<file path="config.mk">
export PLATFORM = sky130hd
export DESIGN_NAME = txw_walker
export DESIGN_NICKNAME = d
export VERILOG_FILES = /design/src/rtl/txw_pkg.sv /design/src/rtl/txw_chunk_plan.sv /design/src/rtl/txw_lane_sel.sv /design/src/rtl/txw_walker.sv
export SDC_FILE = /design/constraint.sdc
export NUM_CORES = 1
export LEC_CHECK = 0
export CAP_MARGIN = 20
export CORE_AREA = 2 2 197 238
export DETAILED_ROUTE_END_ITERATION = 8
export DIE_AREA = 0 0 199 240
export PLACE_DENSITY = 0.74
export SETUP_SLACK_MARGIN = 0.4
export SLEW_MARGIN = 10
export SYNTH_ARGS = -nofsm -noshare
export SYNTH_HDL_FRONTEND = slang
export SYNTH_HIERARCHICAL = 1
export SYNTH_SLANG_ARGS = --single-unit
</file>
<file path="constraint.sdc">
create_clock -name clk -period 4.4 [get_ports clk]
set_input_delay 0.66 -clock clk [delete_from_list [all_inputs] [get_ports clk]]
set_output_delay 0.66 -clock clk [all_outputs]
set_load 0.05 [all_outputs]
</file>
<file path="src/rtl/txw_pkg.sv">
package txw_pkg;

    localparam int WORD_W     = 32;
    localparam int BYTE_W     = 8;
    localparam int BPW        = WORD_W / BYTE_W;
    localparam int LANE_W     = $clog2(BPW);
    localparam int MD_W       = 16;
    localparam int DESC_WORDS = 4;
    localparam int IDX_W      = $clog2(DESC_WORDS);

    // word slots inside a data descriptor (fetch and write-back order)
    localparam int IDX_NEXT  = 0;
    localparam int IDX_BUF   = 1;
    localparam int IDX_FLAGS = 2;
    localparam int IDX_AFTER = 3;

    // flag word bit positions
    localparam int FB_EOL   = 0;
    localparam int FB_EOP   = 3;
    localparam int FB_INTR  = 4;
    localparam int FB_MD_LO = 16;

    // context descriptor: flag word offset and its disable bit
    localparam int CTX_FLAG_OFS = 4;
    localparam int CTX_DIS_BIT  = 15;

    typedef enum logic [3:0] {
        ST_IDLE,
        ST_FETCH,
        ST_PLAN,
        ST_RDWORD,
        ST_SEND,
        ST_FINISH,
        ST_WBACK,
        ST_CTX_RD,
        ST_CTX_WR
    } walk_state_e;

    typedef struct packed {
        logic [MD_W-1:0] md;
        logic            eol;
        logic            out_eop;
        logic            intr;
    } dflags_t;

    function automatic dflags_t decode_flags(input logic [WORD_W-1:0] w);
        dflags_t f;
        f.md      = w[FB_MD_LO +: MD_W];
        f.eol     = w[FB_EOL];
        f.out_eop = w[FB_EOP];
        f.intr    = w[FB_INTR];
        return f;
    endfunction

    function automatic logic [WORD_W-1:0] slot_addr(input logic [WORD_W-1:0] base,
                                                     input logic [IDX_W-1:0]  idx);
        return base + (WORD_W'(idx) << LANE_W);
    endfunction

    function automatic logic [WORD_W-1:0] word_align(input logic [WORD_W-1:0] a);
        return {a[WORD_W-1:LANE_W], {LANE_W{1'b0}}};
    endfunction

endpackage

</file>
<file path="src/rtl/txw_chunk_plan.sv">
module txw_chunk_plan
    import txw_pkg::*;
#(
    parameter int CHUNK_MAX = 2048,
    parameter int LEN_W     = 12
) (
    input  logic [WORD_W-1:0] pos_i,
    input  logic [WORD_W-1:0] after_i,
    input  logic              out_eop_i,
    output logic [LEN_W-1:0]  len_o,
    output logic              ends_pkt_o,
    output logic              empty_o
);

    logic [WORD_W-1:0] remain;
    logic              fits;

    assign remain     = after_i - pos_i;
    assign fits       = remain <= WORD_W'(CHUNK_MAX);
    assign empty_o    = (remain == '0);
    assign len_o      = fits ? remain[LEN_W-1:0] : LEN_W'(CHUNK_MAX);
    // a chunk closes a packet only if it reaches the end pointer
    assign ends_pkt_o = fits && !empty_o && out_eop_i;

endmodule

</file>
<file path="src/rtl/txw_lane_sel.sv">
module txw_lane_sel
    import txw_pkg::*;
(
    input  logic [WORD_W-1:0] word_i,
    input  logic [LANE_W-1:0] lane_i,
    output logic [BYTE_W-1:0] byte_o
);

    logic [BYTE_W-1:0] lanes [BPW];

    for (genvar g = 0; g < BPW; g++) begin : g_lane
        assign lanes[g] = word_i[g*BYTE_W +: BYTE_W];
    end

    assign byte_o = lanes[lane_i];

endmodule

</file>
<file path="src/rtl/txw_walker.sv">
module txw_walker
    import txw_pkg::*;
#(
    parameter int CHUNK_MAX = 2048
) (
    input  logic              clk,
    input  logic              rst,
    input  logic              start_i,
    input  logic [WORD_W-1:0] first_desc_i,
    input  logic [WORD_W-1:0] ctx_desc_i,
    output logic              mem_req_o,
    output logic              mem_we_o,
    output logic [WORD_W-1:0] mem_addr_o,
    output logic [WORD_W-1:0] mem_wdata_o,
    input  logic [WORD_W-1:0] mem_rdata_i,
    input  logic              mem_ack_i,
    output logic              tx_valid_o,
    input  logic              tx_ready_i,
    output logic [BYTE_W-1:0] tx_data_o,
    output logic              tx_last_o,
    output logic              md_valid_o,
    output logic [MD_W-1:0]   md_data_o,
    output logic              desc_intr_o,
    output logic              running_o,
    output logic              eol_o,
    output logic [WORD_W-1:0] cur_desc_o,
    output logic [WORD_W-1:0] cur_pos_o
);

    localparam int LEN_W = $clog2(CHUNK_MAX + 1);
    localparam logic [IDX_W-1:0]  IDX_LAST = IDX_W'(DESC_WORDS - 1);
    localparam logic [LANE_W-1:0] LANE_END = LANE_W'(BPW - 1);

    walk_state_e                         state_q;
    logic [IDX_W-1:0]                    idx_q;
    logic [DESC_WORDS-1:0][WORD_W-1:0]   dsc_q;
    logic [WORD_W-1:0]                   desc_addr_q;
    logic [WORD_W-1:0]                   ctx_addr_q;
    logic [WORD_W-1:0]                   ctx_flags_q;
    logic [WORD_W-1:0]                   pos_q;
    logic [WORD_W-1:0]                   wpos_q;
    logic [LEN_W-1:0]                    rem_q;
    logic                                pkt_end_q;
    logic [WORD_W-1:0]                   wbuf_q;
    logic                                send_md_q;
    logic                                eol_q;
    logic                                md_valid_q;
    logic [MD_W-1:0]                     md_data_q;
    logic                                intr_q;

    dflags_t           fl;
    logic [LEN_W-1:0]  plan_len;
    logic              plan_pkt_end;
    logic              plan_empty;
    logic [WORD_W-1:0] wpos_next;

    assign fl        = decode_flags(dsc_q[IDX_FLAGS]);
    assign wpos_next = wpos_q + WORD_W'(1);

    txw_chunk_plan #(
        .CHUNK_MAX (CHUNK_MAX),
        .LEN_W     (LEN_W)
    ) u_plan (
        .pos_i      (pos_q),
        .after_i    (dsc_q[IDX_AFTER]),
        .out_eop_i  (fl.out_eop),
        .len_o      (plan_len),
        .ends_pkt_o (plan_pkt_end),
        .empty_o    (plan_empty)
    );

    txw_lane_sel u_lane (
        .word_i (wbuf_q),
        .lane_i (wpos_q[LANE_W-1:0]),
        .byte_o (tx_data_o)
    );

    // memory port, driven from registered state only
    always_comb begin
        mem_req_o   = 1'b0;
        mem_we_o    = 1'b0;
        mem_addr_o  = '0;
        mem_wdata_o = '0;
        unique case (state_q)
            ST_FETCH: begin
                mem_req_o  = 1'b1;
                mem_addr_o = slot_addr(desc_addr_q, idx_q);
            end
            ST_RDWORD: begin
                mem_req_o  = 1'b1;
                mem_addr_o = word_align(wpos_q);
            end
            ST_WBACK: begin
                mem_req_o   = 1'b1;
                mem_we_o    = 1'b1;
                mem_addr_o  = slot_addr(desc_addr_q, idx_q);
                mem_wdata_o = dsc_q[idx_q];
            end
            ST_CTX_RD: begin
                mem_req_o  = 1'b1;
                mem_addr_o = ctx_addr_q + WORD_W'(CTX_FLAG_OFS);
            end
            ST_CTX_WR: begin
                mem_req_o   = 1'b1;
                mem_we_o    = 1'b1;
                mem_addr_o  = ctx_addr_q + WORD_W'(CTX_FLAG_OFS);
                mem_wdata_o = ctx_flags_q | (WORD_W'(1) << CTX_DIS_BIT);
            end
            default: ;
        endcase
    end

    assign tx_valid_o  = (state_q == ST_SEND);
    assign tx_last_o   = tx_valid_o && pkt_end_q && (rem_q == LEN_W'(1));
    assign md_valid_o  = md_valid_q;
    assign md_data_o   = md_data_q;
    assign desc_intr_o = intr_q;
    assign running_o   = (state_q != ST_IDLE);
    assign eol_o       = eol_q;
    assign cur_desc_o  = desc_addr_q;
    assign cur_pos_o   = pos_q;

    always_ff @(posedge clk) begin
        if (rst) begin
            state_q     <= ST_IDLE;
            idx_q       <= '0;
            dsc_q       <= '0;
            desc_addr_q <= '0;
            ctx_addr_q  <= '0;
            ctx_flags_q <= '0;
            pos_q       <= '0;
            wpos_q      <= '0;
            rem_q       <= '0;
            pkt_end_q   <= 1'b0;
            wbuf_q      <= '0;
            send_md_q   <= 1'b0;
            eol_q       <= 1'b0;
            md_valid_q  <= 1'b0;
            md_data_q   <= '0;
            intr_q      <= 1'b0;
        end else begin
            md_valid_q <= 1'b0;
            intr_q     <= 1'b0;
            unique case (state_q)
                ST_IDLE: begin
                    if (start_i) begin
                        desc_addr_q <= first_desc_i;
                        ctx_addr_q  <= ctx_desc_i;
                        eol_q       <= 1'b0;
                        send_md_q   <= 1'b1;
                        idx_q       <= '0;
                        state_q     <= ST_FETCH;
                    end
                end
                ST_FETCH: begin
                    if (mem_ack_i) begin
                        dsc_q[idx_q] <= mem_rdata_i;
                        idx_q        <= idx_q + 1'b1;
                        if (idx_q == IDX_LAST) begin
                            pos_q   <= dsc_q[IDX_BUF];
                            state_q <= ST_PLAN;
                            if (send_md_q) begin
                                md_valid_q <= 1'b1;
                                md_data_q  <= fl.md;
                                send_md_q  <= 1'b0;
                            end
                        end
                    end
                end
                ST_PLAN: begin
                    if (plan_empty) begin
                        state_q <= ST_FINISH;
                    end else begin
                        rem_q     <= plan_len;
                        pkt_end_q <= plan_pkt_end;
                        wpos_q    <= pos_q;
                        state_q   <= ST_RDWORD;
                    end
                end
                ST_RDWORD: begin
                    if (mem_ack_i) begin
                        wbuf_q  <= mem_rdata_i;
                        state_q <= ST_SEND;
                    end
                end
                ST_SEND: begin
                    if (tx_ready_i) begin
                        wpos_q <= wpos_next;
                        rem_q  <= rem_q - 1'b1;
                        if (rem_q == LEN_W'(1)) begin
                            pos_q   <= wpos_next;
                            state_q <= ST_PLAN;
                        end else if (wpos_q[LANE_W-1:0] == LANE_END) begin
                            state_q <= ST_RDWORD;
                        end
                    end
                end
                ST_FINISH: begin
                    intr_q    <= fl.intr;
                    send_md_q <= fl.out_eop;
                    idx_q     <= '0;
                    state_q   <= ST_WBACK;
                end
                ST_WBACK: begin
                    if (mem_ack_i) begin
                        idx_q <= idx_q + 1'b1;
                        if (idx_q == IDX_LAST) begin
                            if (fl.eol) begin
                                state_q <= ST_CTX_RD;
                            end else begin
                                desc_addr_q <= dsc_q[IDX_NEXT];
                                state_q     <= ST_FETCH;
                            end
                        end
                    end
                end
                ST_CTX_RD: begin
                    if (mem_ack_i) begin
                        ctx_flags_q <= mem_rdata_i;
                        state_q     <= ST_CTX_WR;
                    end
                end
                ST_CTX_WR: begin
                    if (mem_ack_i) begin
                        eol_q   <= 1'b1;
                        state_q <= ST_IDLE;
                    end
                end
                default: state_q <= ST_IDLE;
            endcase
        end
    end

endmodule

</file>
; ---- After elaboration in Yosys (flattened, before gate mapping)
; Cells that the tools add are included.
[totals]
inputBits = 101
output_inout_bits = 160
latch_bits = 0
register_bits = 359
n_memories = 0
rom_bits = 0
elab_cells = 148
ramBits = 0
[classes]
div_mod_pow = 0
n_eq_ne = 25
n_lt_le_gt_ge = 4
reduce_logical = 34
n_mul = 0
shifts = 0
n_addsub = 6
muxes = 54
bitwise_logic = 6
[op_table]
columns = operator, n
row1 = $mux 32, 12
row2 = $pmux 32 s2, 4
row3 = $bwmux 128, 1
row4 = $pmux 32 s3, 1
row5 = $bmux 32 s2, 1
row6 = $demux 32 s2, 1
row7 = $mux 4, 11
row8 = $mux 12, 3
row9 = $pmux 4 s9, 1
row10 = $add 32x1->32 const B, 1
row11 = $add 32x3->32 const B, 1
row12 = $add 32x4->32, 1
row13 = $le 32x12->1 const B, 1
row14 = $logic_not 32->1, 1
row15 = $sub 32x32->32, 1
row16 = $pmux 12 s2, 1
row17 = $ne 2x2->1 const B, 10
row18 = $bmux 8 s2, 1
row19 = $eq 4x3->1 const B, 4
row20 = $mux 8, 2
row21 = $eq 12x1->1 const B, 1
row22 = $sub 12x1->12 const B, 1
row23 = $reduce_and 10->1, 1
row24 = $reduce_and 2->1, 5
row25 = 30 further kinds, 62

; ---- Longest topological paths before layout
[logic_depth]
word_depth = 5
depth_mapped = 19
ltp_nobuf = 18

; ---- Hierarchy
; Netlist, hierarchy kept.
[modules_own_cells]
columns = module, n_inst, seq_area_each_um2, cells_per_inst, area_per_inst_um2
row1 = txw_walker, 1, 7166.9, 2274, 17710.7
row2 = txw_chunk_plan, 1, 0.0, 353, 2356.0
row3 = txw_lane_sel, 1, 0.0, 10, 196.4

; ---- Least setup slack after synthesis
; Ideal clock, no wire load.
[synth_timing]
path_kind = register -> register
startpoint = reg pos_q[1], in the netlist cur_pos_o[1]
endpoint = reg rem_q[0]
stages_incl_launch_ff = 19
path_buffers = 3
synth_period_minus_slack_ns = 4.496
path_slack_ns = -0.096
required_ns = 4.326
setup_ns = 0.074
arrival_ns = 4.422
path_cell_list = dfxtp_1 -> inv_1 -> ha_1 -> nor2b_1 -> o2111ai_2 -> a211oi_1 -> nor2_2 -> o31ai_1 -> xor2_1 -> a2111oi_0 -> nand4_1 -> buf_2 -> nor4_1 -> nor3b_1 -> o21ai_0 -> buf_2 -> buf_1 -> nand2_1 -> a31oi_1
[synth_between]
elab_cells_between_ends = 8
cone_classes = add/sub: 1 / order compare: 1 / eq/ne: 1 / mux: 3 / reduce/logical: 2
[synth_lines]
columns = element, line_no
row1 = "start, declared", txw_walker.sv:40  ; logic [WORD_W-1:0] pos_q;
row2 = "start signal, assigned", txw_walker.sv:160  ; pos_q <= dsc_q[IDX_BUF];
row3 = "start signal, assigned", txw_walker.sv:191  ; pos_q <= wpos_next;
row4 = $sub 32x32->32, txw_chunk_plan.sv:18  ; assign remain = after_i - pos_i;
row5 = $logic_not 32->1, txw_chunk_plan.sv:20  ; assign empty_o = (remain == '0);
row6 = named net plan_empty, txw_walker.sv:54  ; logic plan_empty;
row7 = $ne 2x2->1 (no line), n/a
row8 = $reduce_and 3->1 (no line), n/a
row9 = "end signal, assigned", txw_walker.sv:174  ; rem_q <= plan_len;
row10 = "end signal, assigned", txw_walker.sv:189  ; rem_q <= rem_q - 1'b1;
row11 = "end, declared", txw_walker.sv:42  ; logic [LEN_W-1:0] rem_q;
; The timed path passes the listed nets, and every way through them passes these cells. The select of a mux whose other input is x is not followed.
; A chain may end at the register's enable or synchronous reset.

; ---- Worst setup path after layout
[layout_timing]
startpoint = reg pos_q[1], in the netlist cur_pos_o[1]
endpoint = reg wpos_q[26]
[layout_between]
elab_chain_cells = 4
[layout_lines]
columns = element, line_no
row1 = $sub 32x32->32, txw_chunk_plan.sv:18
row2 = $logic_not 32->1, txw_chunk_plan.sv:20
row3 = named net plan_empty, txw_walker.sv:54
row4 = $ne 2x2->1 (no line), n/a
row5 = $reduce_and 3->1 (no line), n/a
row6 = "end signal, assigned", txw_walker.sv:176  ; wpos_q <= pos_q;
row7 = "end signal, assigned", txw_walker.sv:188  ; wpos_q <= wpos_next;
row8 = "end, declared", txw_walker.sv:41  ; logic [WORD_W-1:0] wpos_q;
; The timed path passes the listed nets, and every way through them passes these cells.

==> impl_metrics.ini <==
[sta]
fin_skew_ns = 0.0242
tightest_slew_ns = 1.07
relSlewSlack_pct = 28.4
finalCritPeriodShare_pct = 92.5
rsz0062_at_grt = true
setup-tns-final_ns = 0
fin_ws_ns = 0.331
max_freq_ghz = 0.246
min_period_ns = 4.07
drv_slew = 0
finalSetupViolations = 0
hold_viol_final = 0

[logic_synthesis]
yosysTopAreaCell = dfxtp_1
synth_most_common_cell = nand2_1
synth_area_per_cell_um2 = 7.68
synthTopCellsByArea = dfxtp_1 (35%), nand2_1 (12%), a21oi_1 (8.2%), mux4_2 (4.4%), xnor2_1 (2.7%)
yosysSeqAreaShare_pct = 35.4
syn_nets = 2781
yosys-top-cells-count = nand2_1 (673), dfxtp_1 (358), a21oi_1 (331)
syn_area_um2 = 20300
ys.flop_type = dfxtp_1
synth.top_cell.area_share_pct = 35.4
ys_seq_elements = 358
async_flop_share_pct = 0
synth_cell_types = 90
synth_cells = 2637
synth_enable_flop_cells = 0
synth_warnings = 6

[worst_hold_path]
hp-start = dsc_q[66]$_SDFFE_PP0P_
holdPathStages = 2
min_path_type = flip-flop to flip-flop
hold_path_end = dsc_q[66]$_SDFFE_PP0P_

[finish]
fin_cells = 3488
area_growth_pct = 27.0
drive_gt1_share_pct = 13.4
fin_nets = 2987
final_core_util_pct = 56.5

[floorplanning]
die_h_um = 240
start_util_pct = 44.5
num_io_pins = 261
die_area_um2 = 47800
die_w_um = 199
coreArea_um2 = 45500
rows = 86

[clock_tree]
tritoncts = done
htree_num_levels = 2
path_clk_slew_ns = 0.07
cts_buffers = 38
holdBufCountCts = 0
clkSinkCount = 358
cts-root-buf = clkbuf_16
insertion_delay_ns = 0.59
cts_buffer_depth = 3

[critical_path]
startpoint = cur_pos_o[1]$_SDFFE_PP0P_
path_buf_inv = 4
crit_chain = inv_2 > ha_1 > nor2b_4 > o2111ai_4 > a32o_1 > a211oi_2 > or4_1 > or4_4 > nor2_4 > nand4b_1 > nor4_2 > buf_4 > nor3b_4 > o21ai_4 > buf_6 > buf_12 > nor3_4 > mux2i_1 > a31oi_1
slowest_stage = or4_1
ff2ff_path_depth = 19
r2r_setup_slack_ns = 0.33
r2r-start = cur_pos_o[1]$_SDFFE_PP0P_
cp_max_fo = 7
required_ns = 4.83
cp_top_family = simple AND/OR/NAND/NOR gates
worst_setup_path_start_kind = flip-flop
cp.depth = 19
crit_arrival_ns = 4.49
critPathKind = flip-flop to flip-flop
max_stage_delay_ns = 0.55
timing.rr.end = wpos_q[26]$_SDFFE_PP0P_
cp-end-kind = flip-flop

[drt]
wl_um = 84100
drt-pass1-iter-count = 7
viasPerCell = 6.26
ant_nets = 0
drc = 0
wire_per_inst_um = 24.1
dr_total_vias = 21835
drt_iter0_markers = 2712

[grt]
use_met3_pct = 6.48
grtUsageMet2_pct = 53.4
grt_busiest_layer = met2
gr-total-overflow = 0
track_usage_pct = 34.0
grtUsageMet1_pct = 42.7
grt_max_degree = 190
grt_pass1_vias = 20089
grt_pass1_wl_um = 123000
grt_antenna_before_repair = 2

[placement]
dpl.cell_count = 3392
dp_hpwl_um = 61100
gp_congestion = 0.991
portBuffers = 260
place_ws_ns = 0.120

[flow_run]
maxCapViolCount = 0

[power_and_ir_drop]
internal-power_w = 0.00630
ir_drop_mv = 0.278
power.density_nw_per_um2 = 384
p_sw_share_pct = 36.3
switching_power_w = 0.00359
clkPwrFrac_pct = 33.5
p_leak_nw = 9.08
power_w = 0.00989
pwr-share-comb_pct = 27.3
seqPwrFrac_pct = 39.2

[status]
status = finished clean
==> cells in the final DEF (no fill, tap or decap), types with 11 or more instances in the layout <==
master / n
ha_1: 26
buf_12: 19
a21o_1: 16
and2_1: 17
o211ai_1: 19
nor3_1: 32
dfxtp_2: 21
nor2_1: 132
clkbuf_16: 39
mux2i_1: 13
and4_1: 16
o21a_1: 11
nand4_1: 48
a311oi_1: 38
xnor2_1: 61
a22o_1: 43
xor2_1: 29
nand2_1: 673
a211oi_1: 11
or3_1: 11
nand3_1: 79
a21oi_2: 15
clkdlybuf4s50_1: 210
a31oi_1: 12
dlymetal6s2s_1: 18
dfxtp_1: 333
and3_1: 19
inv_1: 59
buf_4: 104
o21ai_0: 51
a21oi_1: 319
nor4_1: 30
o221ai_1: 24
mux4_2: 40
==> state kept, by name (all words and copies together), names as in the netlist <==
register,cells
ctx_addr_q,32
ctx_flags_q,31
cur_desc_o,32
cur_pos_o,32
desc_intr_o,1
dsc_q,128
eol_o,1
idx_q,2
md_data_o,16
md_valid_o,1
pkt_end_q,1
rem_q,12
send_md_q,1
state_q,4
wbuf_q,32
wpos_q,32
==> metrics by stage <==
stage / area [um^2] / hold slack, ns
after floorplan: 20300 / 0.432
after global placement: 23600 / 0.439
after detailed placement: 23600 / 0.446
after CTS: 25300 / 0.454
after global routing: 25700 / 0.470
final: 25700 / 0.452
==> power groups by stage <==
stage / Combinational, W / Clock (W) / Sequential, W
2_1_floorplan: 0.00144 / 0 / 0.00408
3_3_place_gp: 0.00255 / 0 / 0.00392
3_5_place_dp: 0.00259 / 0 / 0.00393
4_1_cts: 0.00263 / 0.00331 / 0.00386
5_1_grt: 0.00286 / 0.00345 / 0.00390
6_report: 0.00270 / 0.00331 / 0.00388
==> cell type report <==
| class | count | area [um^2] |
|---|---|---|
| Clock buffer | 50 | 1040 |
| Fill cell | 4133 | 19800 |
| Antenna cell | 3 | 7.51 |
| Clock inverter | 16 | 211 |
| Multi-Input combinational cell | 2007 | 12400 |
| Inverter | 63 | 236 |
| Tap cell | 616 | 771 |
| Timing Repair Buffer | 375 | 3830 |
| Sequential cell | 358 | 7210 |
==> timing repair <==
| item | CTS | global route |
|---|---|---|
| cloned | 4 | 1 |
| gates resized for setup | 55 | 102 |
| setup endpoints to repair | 63 | 86 |
| buffers inserted | 15 | 7 |
| pin swaps | 9 | 24 |
==> routing by layer <==
layer | vias up | routed length, um
met2 | 1409 | 37800
met5 | - | 0
met3 | 318 | 8890
li1 | 9787 | -
met4 | 0 | 6440
met1 | 10321 | 31000
==> worst min-delay path, stage by stage, from the launching register on <==
cell and delay, ns:
dfxtp_1 0.30, nand2_1 0.05, a21oi_1 0.05
==> cell families after synthesis <==
| logic type | synth area share (%) |
|---|---|
| adders and majority gates | 2.73 |
| AOI/OAI and AO/OA | 21.3 |
| muxes | 5.20 |
| DFF | 35.4 |
| and+or+nand+nor | 25.8 |
| buffers and inverters | 5.65 |
| xor gates and xnor gates | 3.98 |
==> how the worst max path moves through the flow <==
stage | end | slack [ns]
2_1_floorplan | mem_addr_o[12] | 0.40
3_3_place_gp | wpos_q[29]$_SDFFE_PP0P_ | 0.17
3_5_place_dp | wpos_q[29]$_SDFFE_PP0P_ | 0.12
4_1_cts | wpos_q[0]$_SDFFE_PP0P_ | 0.38
5_1_grt | wpos_q[26]$_SDFFE_PP0P_ | 0.17
6_report | wpos_q[26]$_SDFFE_PP0P_ | 0.33
No activity file was read; power rests on OpenSTA's default activity.
